--- src/rtl/rr_pkg.sv ---
package rr_pkg;
  typedef enum logic [2:0] {
    S_IDLE,
    S_CHECK,
    S_WAIT_LO,
    S_WAIT_HI,
    S_STROBE,
    S_PUSH
  } rr_state_e;

  function automatic logic [3:0] nib_from_status(input logic fault, input logic sel,
                                                 input logic perr, input logic busy);
    return {~busy, perr, sel, fault};
  endfunction
endpackage

--- src/rtl/rr_sync.sv ---
module rr_sync #(
  parameter int W = 1,
  parameter logic [W-1:0] RST_VAL = '0
) (
  input  logic         clk,
  input  logic         rst_n,
  input  logic [W-1:0] d,
  output logic [W-1:0] q
);
  logic [W-1:0] meta_q, stab_q;
  always_ff @(posedge clk or negedge rst_n) begin
    if (!rst_n) begin
      meta_q <= RST_VAL;
      stab_q <= RST_VAL;
    end else begin
      meta_q <= d;
      stab_q <= meta_q;
    end
  end
  assign q = stab_q;
endmodule

--- src/rtl/rr_timer.sv ---
module rr_timer #(
  parameter int W = 8
) (
  input  logic         clk,
  input  logic         rst_n,
  input  logic         clr,
  input  logic         en,
  output logic [W-1:0] cnt
);
  always_ff @(posedge clk or negedge rst_n) begin
    if (!rst_n)      cnt <= '0;
    else if (clr)    cnt <= '0;
    else if (en && (cnt != '1)) cnt <= cnt + 1'b1;
  end
endmodule

--- src/rtl/rr_assembler.sv ---
module rr_assembler (
  input  logic       clk,
  input  logic       rst_n,
  input  logic       cap,
  input  logic       byte_mode,
  input  logic       hi_half,
  input  logic [3:0] nib,
  input  logic [7:0] data,
  output logic [7:0] byte_o
);
  always_ff @(posedge clk or negedge rst_n) begin
    if (!rst_n) byte_o <= '0;
    else if (cap) begin
      if (byte_mode)    byte_o <= data;
      else if (hi_half) byte_o[7:4] <= nib;
      else              byte_o[3:0] <= nib;
    end
  end
endmodule

--- src/rtl/rr_ctrl.sv ---
module rr_ctrl
  import rr_pkg::*;
#(
  parameter int CNT_W       = 8,
  parameter int TIMEOUT_CYC = 1000,
  parameter int PULSE_CYC   = 100,
  parameter int TW          = 11
) (
  input  logic             clk,
  input  logic             rst_n,
  input  logic             start,
  input  logic             byte_mode,
  input  logic             dir_input,
  input  logic [CNT_W-1:0] req_len,
  input  logic             ptr_clk_s,
  input  logic             avail_n_s,
  input  logic [TW-1:0]    tcnt,
  input  logic             m_ready,
  output logic             tmr_clr,
  output logic             tmr_en,
  output logic             cap,
  output logic             hi_half,
  output logic             mode_byte,
  output logic             host_busy_o,
  output logic             host_clk_o,
  output logic             m_valid,
  output logic             busy_o,
  output logic             done_o,
  output logic [CNT_W-1:0] rx_count_o,
  output logic             err_timeout_o,
  output logic             err_dir_o,
  output logic             early_stop_o
);
  localparam logic [TW-1:0] TMO_LAST   = TW'(TIMEOUT_CYC - 1);
  localparam logic [TW-1:0] PULSE_LAST = TW'(PULSE_CYC - 1);

  rr_state_e state_q, state_d;
  logic [CNT_W-1:0] req_q, cnt_q;
  logic mode_q, nib_hi_q;
  logic tmo, pulse_end;

  assign tmo       = (tcnt == TMO_LAST);
  assign pulse_end = (tcnt == PULSE_LAST);

  always_comb begin
    state_d = state_q;
    unique case (state_q)
      S_IDLE:    if (start && !(byte_mode && !dir_input) && (req_len != '0)) state_d = S_CHECK;
      S_CHECK:   state_d = avail_n_s ? S_IDLE : S_WAIT_LO;
      S_WAIT_LO: if (!ptr_clk_s) state_d = S_WAIT_HI;
                 else if (tmo)   state_d = S_IDLE;
      S_WAIT_HI: if (ptr_clk_s) begin
                   if (mode_q)        state_d = S_STROBE;
                   else if (nib_hi_q) state_d = S_PUSH;
                   else               state_d = S_WAIT_LO;
                 end else if (tmo) state_d = S_IDLE;
      S_STROBE:  if (pulse_end) state_d = S_PUSH;
      S_PUSH:    if (m_ready) state_d = ((cnt_q + 1'b1) == req_q) ? S_IDLE : S_CHECK;
      default:   state_d = S_IDLE;
    endcase
  end

  assign tmr_clr = (state_d != state_q);
  assign tmr_en  = (state_q == S_WAIT_LO) || (state_q == S_WAIT_HI) || (state_q == S_STROBE);
  assign cap     = (state_q == S_WAIT_LO) && !ptr_clk_s;
  assign hi_half = nib_hi_q;
  assign mode_byte = mode_q;

  always_ff @(posedge clk or negedge rst_n) begin
    if (!rst_n) begin
      state_q       <= S_IDLE;
      req_q         <= '0;
      cnt_q         <= '0;
      mode_q        <= 1'b0;
      nib_hi_q      <= 1'b0;
      done_o        <= 1'b0;
      err_timeout_o <= 1'b0;
      err_dir_o     <= 1'b0;
      early_stop_o  <= 1'b0;
    end else begin
      state_q <= state_d;
      done_o  <= 1'b0;
      unique case (state_q)
        S_IDLE: if (start) begin
          req_q         <= req_len;
          mode_q        <= byte_mode;
          cnt_q         <= '0;
          err_timeout_o <= 1'b0;
          early_stop_o  <= 1'b0;
          err_dir_o     <= byte_mode && !dir_input;
          if ((byte_mode && !dir_input) || (req_len == '0)) done_o <= 1'b1;
        end
        S_CHECK: begin
          nib_hi_q <= 1'b0;
          if (avail_n_s) begin
            early_stop_o <= 1'b1;
            done_o       <= 1'b1;
          end
        end
        S_WAIT_LO: if (ptr_clk_s && tmo) begin
          err_timeout_o <= 1'b1;
          done_o        <= 1'b1;
        end
        S_WAIT_HI: begin
          if (ptr_clk_s) begin
            if (!mode_q && !nib_hi_q) nib_hi_q <= 1'b1;
          end else if (tmo) begin
            err_timeout_o <= 1'b1;
            done_o        <= 1'b1;
          end
        end
        S_PUSH: if (m_ready) begin
          cnt_q <= cnt_q + 1'b1;
          if ((cnt_q + 1'b1) == req_q) done_o <= 1'b1;
        end
        default: ;
      endcase
    end
  end

  assign host_busy_o = (state_q == S_WAIT_LO);
  assign host_clk_o  = (state_q == S_STROBE);
  assign m_valid     = (state_q == S_PUSH);
  assign busy_o      = (state_q != S_IDLE);
  assign rx_count_o  = cnt_q;
endmodule

--- src/rtl/rr_reverse_rx.sv ---
module rr_reverse_rx
  import rr_pkg::*;
#(
  parameter int CNT_W       = 8,
  parameter int TIMEOUT_CYC = 1000,
  parameter int PULSE_CYC   = 100
) (
  input  logic             clk,
  input  logic             rst_n,
  input  logic             start,
  input  logic             byte_mode,
  input  logic             dir_input,
  input  logic [CNT_W-1:0] req_len,
  input  logic             ptr_clk_i,
  input  logic             data_avail_n_i,
  input  logic             fault_i,
  input  logic             select_i,
  input  logic             perror_i,
  input  logic             stat_busy_i,
  input  logic [7:0]       data_i,
  output logic             host_busy_o,
  output logic             host_clk_o,
  output logic             m_valid,
  input  logic             m_ready,
  output logic [7:0]       m_data,
  output logic             busy_o,
  output logic             done_o,
  output logic [CNT_W-1:0] rx_count_o,
  output logic             err_timeout_o,
  output logic             err_dir_o,
  output logic             early_stop_o
);
  localparam int MAXC = (TIMEOUT_CYC > PULSE_CYC) ? TIMEOUT_CYC : PULSE_CYC;
  localparam int TW   = $clog2(MAXC + 1);
  localparam int SW   = 14;

  logic [SW-1:0] raw_in, syn_in;
  logic ptr_clk_s, avail_n_s;
  logic [3:0] nib_s;
  logic [7:0] data_s;
  logic [TW-1:0] tcnt;
  logic tmr_clr, tmr_en, cap, hi_half, mode_byte;

  assign raw_in = {ptr_clk_i, data_avail_n_i, fault_i, select_i, perror_i, stat_busy_i, data_i};

  rr_sync #(.W(SW), .RST_VAL({2'b11, 12'h000})) u_sync (
    .clk(clk), .rst_n(rst_n), .d(raw_in), .q(syn_in)
  );

  assign ptr_clk_s = syn_in[13];
  assign avail_n_s = syn_in[12];
  assign nib_s     = nib_from_status(syn_in[11], syn_in[10], syn_in[9], syn_in[8]);
  assign data_s    = syn_in[7:0];

  rr_timer #(.W(TW)) u_tmr (
    .clk(clk), .rst_n(rst_n), .clr(tmr_clr), .en(tmr_en), .cnt(tcnt)
  );

  rr_assembler u_asm (
    .clk(clk), .rst_n(rst_n), .cap(cap), .byte_mode(mode_byte), .hi_half(hi_half),
    .nib(nib_s), .data(data_s), .byte_o(m_data)
  );

  rr_ctrl #(.CNT_W(CNT_W), .TIMEOUT_CYC(TIMEOUT_CYC), .PULSE_CYC(PULSE_CYC), .TW(TW)) u_ctrl (
    .clk(clk), .rst_n(rst_n), .start(start), .byte_mode(byte_mode), .dir_input(dir_input),
    .req_len(req_len), .ptr_clk_s(ptr_clk_s), .avail_n_s(avail_n_s), .tcnt(tcnt),
    .m_ready(m_ready), .tmr_clr(tmr_clr), .tmr_en(tmr_en), .cap(cap), .hi_half(hi_half),
    .mode_byte(mode_byte), .host_busy_o(host_busy_o), .host_clk_o(host_clk_o),
    .m_valid(m_valid), .busy_o(busy_o), .done_o(done_o), .rx_count_o(rx_count_o),
    .err_timeout_o(err_timeout_o), .err_dir_o(err_dir_o), .early_stop_o(early_stop_o)
  );
endmodule

--- config.mk ---
export PLATFORM = sky130hd
export DESIGN_NAME = rr_reverse_rx
export DESIGN_NICKNAME = d
export VERILOG_FILES = /design/src/rtl/rr_pkg.sv /design/src/rtl/rr_sync.sv /design/src/rtl/rr_timer.sv /design/src/rtl/rr_assembler.sv /design/src/rtl/rr_ctrl.sv /design/src/rtl/rr_reverse_rx.sv
export SDC_FILE = /design/constraint.sdc
export NUM_CORES = 1
export LEC_CHECK = 0
export BUFFER_PORTS_ARGS = -buffer_cell sky130_fd_sc_hd__buf_2
export CORE_UTILIZATION = 56
export DETAILED_ROUTE_END_ITERATION = 16
export PLACE_DENSITY = 0.8
export SYNTH_ARGS = -nofsm -noshare
export SYNTH_HDL_FRONTEND = slang
export SYNTH_SLANG_ARGS = --single-unit
--- constraint.sdc ---
create_clock -name clk -period 2.1 [get_ports clk]
set_input_delay 0.21 -clock clk [delete_from_list [all_inputs] [get_ports clk]]
set_output_delay 0.21 -clock clk [all_outputs]
set_load 0.01 [all_outputs]
# Word level (Yosys, flattened, before mapping)

Index checks and enable logic that the tools add are counted.

Bits in writable memories: 0
ROM bits: 0
Memories: 0
Output and inout bits: 24
Bits in latches: 0
Bits in registers: 71
Word-level logic and storage cells: 106
Bits of input ports: 28

Add/subtract/negate cells: 2
Multipliers: 0
Muxes and demuxes: 38
Divide/modulo/power cells: 0
Bitwise gates (word level): 1
Shift-type cells: 0
Magnitude comparators: 0
Reductions and logical operators: 32
Equal/unequal tests: 19

Operators with widths:

| operator                                        | number |
|---|---|
| two-way mux 3 bit                               | 8 |
| two-way mux 8 bit                               | 3 |
| two-way mux 10 bit                              | 2 |
| case mux 3 bit (6 select lines)                 | 1 |
| two-way mux 1 bit                               | 16 |
| case mux 8 bit (2 select lines)                 | 1 |
| adder 10 x 1 -> 10 bit (second input constant)  | 1 |
| == test 10 bit (second input constant)          | 1 |
| == test 10 x 7 -> 1 bit (second input constant) | 1 |
| != test 10 bit (second input constant)          | 1 |
| != test 2 bit (second input constant)           | 5 |
| nonzero test 2 bit                              | 5 |
| AND reduction 3 bit                             | 3 |
| adder 8 x 1 -> 8 bit (second input constant)    | 1 |
| == test 8 bit                                   | 1 |
| logical NOT 8 bit                               | 1 |
| two-way mux 4 bit                               | 2 |
| != test 2 x 1 -> 1 bit (second input constant)  | 4 |
| nonzero test 8 bit                              | 1 |
| logical AND 1 bit                               | 7 |
| == test 3 x 2 -> 1 bit (second input constant)  | 2 |
| == test 3 bit (second input constant)           | 2 |
| AND reduction 2 bit                             | 3 |
| nonzero test 3 bit                              | 2 |
| 11 further kinds                                | 18 |

# Longest topological paths before layout

Gate-level depths: netlist (run 1).

Depth after elaboration: 9
Mapped depth: 9
Gate-level depth less buffers: 7

# By module

Synthesis (run 1) repeated with hierarchy kept, for this count alone.

Cell total of the unflattened synthesis: 318
Area total of the unflattened synthesis: 3283.1 sq um

Modules (own cells, without submodules):

| module        | cells each | instances | sequential area each (sq um) | area an instance (sq um) |
|---|---|---|---|---|
| rr_ctrl       | 183        | 1         | 625.6                        | 1505.2 |
| rr_sync       | 28         | 1         | 705.7                        | 705.7 |
| rr_timer      | 67         | 1         | 250.2                        | 679.4 |
| rr_assembler  | 39         | 1         | 200.2                        | 389.1 |
| rr_reverse_rx | 1          | 1         | 0.0                          | 3.8 |

# Least setup slack after synthesis (run 1)

OpenSTA, ideal clock, no wires.

Kind: register -> register
Start: register u_tmr.cnt[0]
End: register u_tmr.cnt[6]
Cell stages (with the launch flop): 8
Data arrival time: 1.776 ns
Clock period less this slack: 1.876 ns
Path slack: 0.224 ns
Setup time: 0.099 ns
Cell sequence: dfrtp_1 ha_1 nor2b_1 nand4_1 o31ai_1 or4_4 buf_6 a311oi_1

Word-level cells in the longest chain between the ends: 6

RTL lines:

| item                                                     | line                         | RTL |
|---|---|---|
| from (decl)                                              | rr_timer.sv:8                | `output logic [W-1:0] cnt` |
| from (signal assigned)                                   | rr_timer.sv:13               | `else if (en && (cnt != '1)) cnt <= cnt + 1'b1;` |
| == test 10 bit                                           | rr_ctrl.sv:42                | `assign tmo = (tcnt == TMO_LAST);` |
| two-way mux 3 bit                                        | rr_ctrl.sv:51, rr_ctrl.sv:56 |  |
| two-way mux 3 bit, on equally long branches              | rr_ctrl.sv:52, rr_ctrl.sv:50 |  |
| case mux 3 bit (6 select lines)                          | rr_ctrl.sv:47                | `unique case (state_q)` |
| != test 3 bit                                            | rr_ctrl.sv:63                | `assign tmr_clr = (state_d != state_q);` |
| two-way mux 10 bit or nonzero test 2 bit (tied branches) | -                            |  |

Parallel ways exist; a longest one is shown, timed or not. The select of a mux whose other input is x is not followed.
A chain may end at the register's enable or synchronous reset.

# Worst setup path after layout (run 1)

Start: register u_tmr.cnt[0]
End: register u_tmr.cnt[1]

Same word-level chain as after synthesis.

==> results.ini, run 1 <==
[clocking]
clockBufferDepth = 2
clk_pin_slew_ns = 0.08
htree_levels = 3
cts_buffers = 9
numClockSinks = 71
cts_root_buf = clkbuf_8
cts_tree = done
insertion_delay_ns = 0.35

[synth]
ys_types = 45
synth_seq_area_share_pct = 56.69
avgSynthCellArea_um2 = 10.34
synthArstFlopShare_pct = 100.0
syn_area_um2 = 3143
synth_warnings = 0
synth_nets = 334
synth-main-ff-cell = dfrtp_1
syn_inst = 304
synth-edff-count = 0
synth_seq_cells = 71

[route]
first_pass_iters = 4
drc = 0
dr_total_vias = 2578
dr.first_iter.drc_count = 144
ant_nets = 0
wirelength_um = 6860
post_drt_wl_per_cell_um = 15.08
avgViaCountPerCell = 5.666

[sta]
worst_pin_slew_ns = 0.5603
timing.final.crit_share_pct = 95.68
skew_ns = 0.007588
hold_violations = 0
maxSlewViolCount = 0
slew_headroom_pct = 62.65
fin_ws_ns = 0.09074
final-setup-viol-count = 0
fmax_ghz = 0.4977
min_period_ns = 2.009

[finish]
area_growth_pct = 24.20
multi_input_area_um2 = 1308
fill_cells = 393
drive_gt1_share_pct = 24.94
design_area_um2 = 3904
diodes = 0
seqCellArea_um2 = 1783
final_nets = 410

[global_route]
grt_pass1_vias = 2592
grt_usage_pct = 26.22
gr-total-overflow = 0
antenna_found_initial = 0
grt_pass1_wl_um = 11840
grt_max_degree = 49

[power_and_ir_drop]
p_leak_nw = 1.821
pwr-share-seq_pct = 40.9
power_frac_clock_pct = 25.1
p_switching_mw = 1.645
vdd_drop_max_uv = 884.8
switching_share_pct = 36.90
power.density_nw_per_um2 = 1142
power_mw = 4.458
internal_power_mw = 2.813
combinationalPowerShare_pct = 34.0

[outcome]
status = finished, final reports clean

[worst_setup_path]
crit_required_ns = 2.35
crit_arrival_ns = 2.26
crit_fanout = 5
worst-setup-path-type = flop to flop
critPathLaunchType = flop
end_kind = flop

[run]
maxCapViolCount = 0

[placed_design]
hpwl_um = 4497
place_congestion = 0.8354
port_buffers = 51
pre_cts_slack_ns = 0.1079
place_area_um2 = 3507

[floorplan]
rows = 26
io_pins = 52
dieWidth_um = 76.92
coreArea_um2 = 5270
initial_core_util_pct = 59.64
dieHeight_um = 76.92
dieArea_um2 = 5916

[min_path]
hold_class = primary input to flop

-- cells in the final DEF, fill, tap and decap left out, types with 3 or more instances in the layout --
master | netlist | routed
o21ai_0 | 18 | 18
nor4_2 | 3 | 3
dfrtp_1 | 67 | 66
nor3_1 | 4 | 4
buf_2 | 2 | 51
dfstp_2 | 4 | 4
xnor2_1 | 10 | 10
a31oi_1 | 3 | 3
inv_1 | 6 | 6
a311oi_2 | 0 | 3
nand2b_1 | 3 | 3
nand2_1 | 46 | 46
clkbuf_8 | 0 | 9
and3_1 | 5 | 5
buf_4 | 0 | 10
nor2b_1 | 8 | 8
nand3_1 | 17 | 17
inv_6 | 0 | 3
nor2_1 | 21 | 21
a21oi_1 | 19 | 19
a311oi_1 | 10 | 7
nand4_1 | 5 | 5
dlygate4sd3_1 | 0 | 15
xor2_1 | 12 | 12
-- sequential cells by signal, summed over array words and instances (netlist names) --
register	cells
u_ctrl.err_timeout_o	1
u_ctrl.rx_count_o	8
u_asm.byte_o	8
u_ctrl.early_stop_o	1
u_ctrl.hi_half	1
u_ctrl.err_dir_o	1
u_ctrl.done_o	1
u_tmr.cnt	10
u_ctrl.req_q	8
u_sync.meta_q	14
u_ctrl.mode_byte	1
u_sync.q	14
u_ctrl.state_q	3
-- area by class of cell --
type	instances	share of cell area, %
flip-flops and latches	71	45.67
clock buffers	9	3.173
well taps	70	2.244
multi-input cells	215	33.49
inverters	6	0.5769
clock inverters	7	2.019
repair buffers	77	12.82
-- routing by layer --
metal | GRT usage [%] | part of all wire, % | wire (µm) | vias to the layer above
li1 | - | - | - | 1230
met1 | 32.53 | 42 | 2860 | 1251
met2 | 41.70 | 49 | 3395 | 80
met3 | 9.167 | 6.5 | 446 | 17
met4 | 10.77 | 2.3 | 158 | 0
met5 | 0 | 0 | 0 | -
-- stage by stage --
| stage | cells | utilization (%) | hold WS [ns] | TNS (ns) |
|---|---|---|---|---|
| after floorplan | 304 | - | -0.08559 | 0 |
| after global placement | 422 | 66.55 | 0.2230 | 0 |
| after detailed placement | 422 | 66.55 | 0.2259 | 0 |
| after CTS | 453 | 73.24 | 0.05459 | 0 |
| after global routing | 455 | 74.07 | 0.05334 | -0.001371 |
| final | 455 | 74.07 | 0.06398 | 0 |
-- path summary, 6_finish.rpt --
kind	from	end	slack, ns	cells past startpoint
setup / recovery	u_tmr.cnt[0]$_DFFE_PN0P_	u_tmr.cnt[1]$_DFFE_PN0P_	0.09	6
hold / removal	byte_mode	u_ctrl.mode_byte$_DFFE_PN0P_	0.06	3
setup reg to reg	u_tmr.cnt[0]$_DFFE_PN0P_	u_tmr.cnt[1]$_DFFE_PN0P_	0.09	6
hold reg to reg	u_sync.meta_q[12]$_DFF_PN1_	u_sync.q[12]$_DFF_PN1_	0.35	0
max in group asynchronous	rst_n	u_sync.meta_q[12]$_DFF_PN1_	1.03	3
min in group asynchronous	rst_n	u_ctrl.rx_count_o[4]$_DFFE_PN0P_	0.37	2
-- cell usage after synthesis, types with 3 or more instances --
master / instances / area, µm²
dfrtp_1: 67 / 1677
nand2_1: 46 / 172.7
nor2_1: 21 / 78.83
a21oi_1: 19 / 95.09
o21ai_0: 18 / 90.09
nand3_1: 17 / 85.08
xor2_1: 12 / 105.1
a311oi_1: 10 / 87.58
xnor2_1: 10 / 87.58
clkbuf_1: 8 / 30.03
nor2b_1: 8 / 50.05
inv_1: 6 / 22.52
and3_1: 5 / 31.28
nand4_1: 5 / 31.28
dfstp_2: 4 / 105.1
nor3_1: 4 / 20.02
a31oi_1: 3 / 18.77
nand2b_1: 3 / 18.77
nor4_2: 3 / 37.54
o31ai_1: 3 / 22.52
-- critical path, stage by stage, from the launching register on --
cell      delay (ns)
dfrtp_1         0.41
ha_1            0.25
nor2b_1         0.14
nand4_1         0.11
o31ai_2         0.11
or4_4           0.59
a311oi_1        0.29
-- what timing repair did --
item | in CTS | in global routing
hold buffers | 15 | 0
hold endpoints to repair | 37 | 0
resized for setup | 0 | 6
endpoints found under the setup margin | 0 | 3
buffers inserted | 0 | 1
-- power by group through the flow --
| stage | Clock (mW) | Combinational, mW | Sequential (mW) |
|---|---|---|---|
| global route | 1.21 | 1.69 | 1.86 |
| global placement | 0 | 1.36 | 1.84 |
| finish | 1.12 | 1.51 | 1.82 |
| floorplan | 0 | 0.935 | 1.84 |
| detailed placement | 0 | 1.40 | 1.85 |
| CTS | 1.14 | 1.44 | 1.82 |
-- logic make-up after synthesis --
group	after synthesis	share of synthesized area, %
xor+xnor	22	6.130
mux	2	0.6370
buf+inv	19	2.826
flops	71	56.69
fa+ha+maj	2	0.7961
compound gates	62	12.54
simple gates	126	20.38
(Power assumes the default switching activity.)
==> run 2: changes to the inputs <==
Settings changed: CORE_ASPECT_RATIO set to 2.
==> run 2 against run 1 <==
  * Worst hold slack improved by 0.015 ns
  * Clock skew rose by 0.0022 ns
  * Setup slack got worse by 0.052 ns
  * Largest cell class unchanged
==> results.ini, run 2 (synthesized netlist as in run 1, its figures left out) <==
[route]
dr.first_iter.drc_count = 77  ; -47%
first_pass_iters = 4  ; unchanged
dr_total_vias = 2508  ; -2.7%
ant_nets = 0  ; unchanged
avgViaCountPerCell = 5.661  ; about the same
drc = 0  ; unchanged
post_drt_wl_per_cell_um = 15.63  ; +3.6%
wirelength_um = 6922  ; +0.90%

[finish]
final_cell_mix = dfrtp_1, buf_2, nand2_1
drive_gt1_share_pct = 24.02  ; -0.91 points
area_growth_pct = 23.13
final_nets = 408  ; -0.49%
final_util_pct = 71.40  ; -2.7 points
final_common_cell = dfrtp_1
diodes = 0  ; unchanged

[clocking]
clockBufferDepth = 2  ; unchanged
clk_pin_slew_ns = 0.07  ; about the same
cts_setup_buffers = 0  ; unchanged
insertion_delay_ns = 0.35  ; about the same
htree_levels = 3  ; unchanged
cts_buffers = 9  ; unchanged
cts_root_buf = clkbuf_8
cts_tree = done
numClockSinks = 71  ; unchanged

[power_and_ir_drop]
power_frac_clock_pct = 25.3  ; +0.2 points
vdd_drop_max_uv = 799.4  ; -9.7%
p_switching_mw = 1.562  ; -5.1%
internal_power_mw = 2.799  ; -0.47%
power_mw = 4.361  ; -2.2%
power.density_nw_per_um2 = 1127  ; -1.3%
combinationalPowerShare_pct = 33.0  ; -1.0 points
switching_share_pct = 35.81  ; -1.1 points
p_leak_nw = 1.810  ; -0.59%
pwr-share-seq_pct = 41.7  ; +0.8 points

[global_route]
grt_pass1_wl_um = 10700  ; -9.6%
gr-total-overflow = 0  ; unchanged
grt_pass1_vias = 2501  ; -3.5%
grt_usage_pct = 26.16  ; -0.055 points
antenna_found_initial = 0  ; unchanged
grt_max_degree = 48  ; -2.0%

[worst_setup_path]
end_kind = flop
critPathLaunchType = flop
worst-setup-path-type = flop to flop
crit_arrival_ns = 2.30  ; +0.04 ns
crit_required_ns = 2.34  ; about the same
crit_fanout = 10  ; +5

[sta]
slew_headroom_pct = 61.71  ; -0.93 points
hold_violations = 0  ; unchanged
fmax_ghz = 0.4851  ; -2.5%
timing.final.crit_share_pct = 98.17  ; +2.5 points
worst_pin_slew_ns = 0.5743  ; +0.01400 ns
final-setup-viol-count = 0  ; unchanged
skew_ns = 0.009744  ; +0.002156 ns
min_period_ns = 2.062  ; +0.05229 ns
maxSlewViolCount = 0  ; unchanged
rsz0062_at_grt = yes

[floorplan]
dieWidth_um = 54.98  ; -29%
rows = 38  ; +46%
initial_core_util_pct = 57.99  ; -1.7 points
dieHeight_um = 108.0  ; +40%
dieArea_um2 = 5935  ; +0.31%
io_pins = 52  ; unchanged
coreArea_um2 = 5420  ; +2.8%

[min_path]
hold_class = primary input to flop

[placed_design]
hpwl_um = 4902  ; +9.0%
port_buffers = 51  ; unchanged
place_congestion = 0.8823  ; +5.6%

[outcome]
status = finished, final reports clean

[run]
maxCapViolCount = 0  ; unchanged

## run 2: cell types whose count changed in the layout (fill, tap and decap cells not counted), sizes merged
cell	previous run	this run
or4	2	1
buf	62	61
clkbuf	9	10
clkinvlp	0	1
inv	9	7
## run 2: layer usage
metal / track usage, % / routed length (µm) / up-vias
met3: 6.188 / 219 / 19
met1: 26.61 / 2565 / 1207
met4: 14.46 / 159 / 0
met5: 0 / 0 / -
li1: - / - / 1218
met2: 45.78 / 3978 / 64
## run 2: worst max-delay path, stage by stage (launching register included)
cell      delay (ns)
dfrtp_1         0.42
ha_1            0.26
nor2b_1         0.14
nand4_1         0.10
o31ai_1         0.12
or4_4           0.59
a311oi_2        0.33
## run 2: worst paths after layout
kind,slack [ns],depth (start not counted),from,end
worst min-delay path,0.08,3,req_len[3],u_ctrl.req_q[3]$_DFFE_PN0P_
worst max-delay path,0.04,6,u_tmr.cnt[0]$_DFFE_PN0P_,u_tmr.cnt[1]$_DFFE_PN0P_
max in group asynchronous,1.02,3,rst_n,u_sync.meta_q[13]$_DFF_PN1_
worst min register to register,0.35,0,u_sync.meta_q[10]$_DFF_PN0_,u_sync.q[10]$_DFF_PN0_
worst max register to register,0.04,6,u_tmr.cnt[0]$_DFFE_PN0P_,u_tmr.cnt[1]$_DFFE_PN0P_
min in group asynchronous,0.38,2,rst_n,u_tmr.cnt[4]$_DFFE_PN0P_
## run 2: power by group through the flow
| stage | combinational, mW | clock [mW] | sequential, mW |
|---|---|---|---|
| 2_1_floorplan | 0.935 | 0 | 1.84 |
| 5_1_grt | 1.60 | 1.19 | 1.85 |
| 3_5_place_dp | 1.37 | 0 | 1.85 |
| 4_1_cts | 1.40 | 1.13 | 1.82 |
| 3_3_place_gp | 1.33 | 0 | 1.83 |
| 6_report | 1.44 | 1.10 | 1.82 |
## run 2: final cells by class
cell class	count	area (µm²)
multi-input cells	214	1291
clock buffers	10	137.6
clock inverters	6	68.82
repair buffers	76	493.0
inverters	6	22.52
well taps	60	75.07
fillers	439	1550
flip-flops and latches	71	1782
## run 2: metrics by stage
step | worst slack (ns) | std cells | cell area, µm² | TNS (ns) | hold WS [ns]
floorplan | 0.2243 | 304 | 3143 | 0 | -0.08559
global placement | 0.1918 | 412 | 3495 | 0 | 0.2272
detailed placement | 0.09467 | 412 | 3495 | 0 | 0.2347
CTS | 0.07627 | 443 | 3851 | 0 | 0.05741
global route | -0.01788 | 443 | 3870 | -0.06988 | 0.07668
finish | 0.03845 | 443 | 3870 | 0 | 0.07855
## run 2: timing repair
| item | CTS | global route |
|---|---|---|
| endpoints found under the setup margin | 0 | 3 |
| hold buffers | 15 | 0 |
| hold endpoints to repair | 38 | 0 |
| gates resized for setup | 0 | 3 |
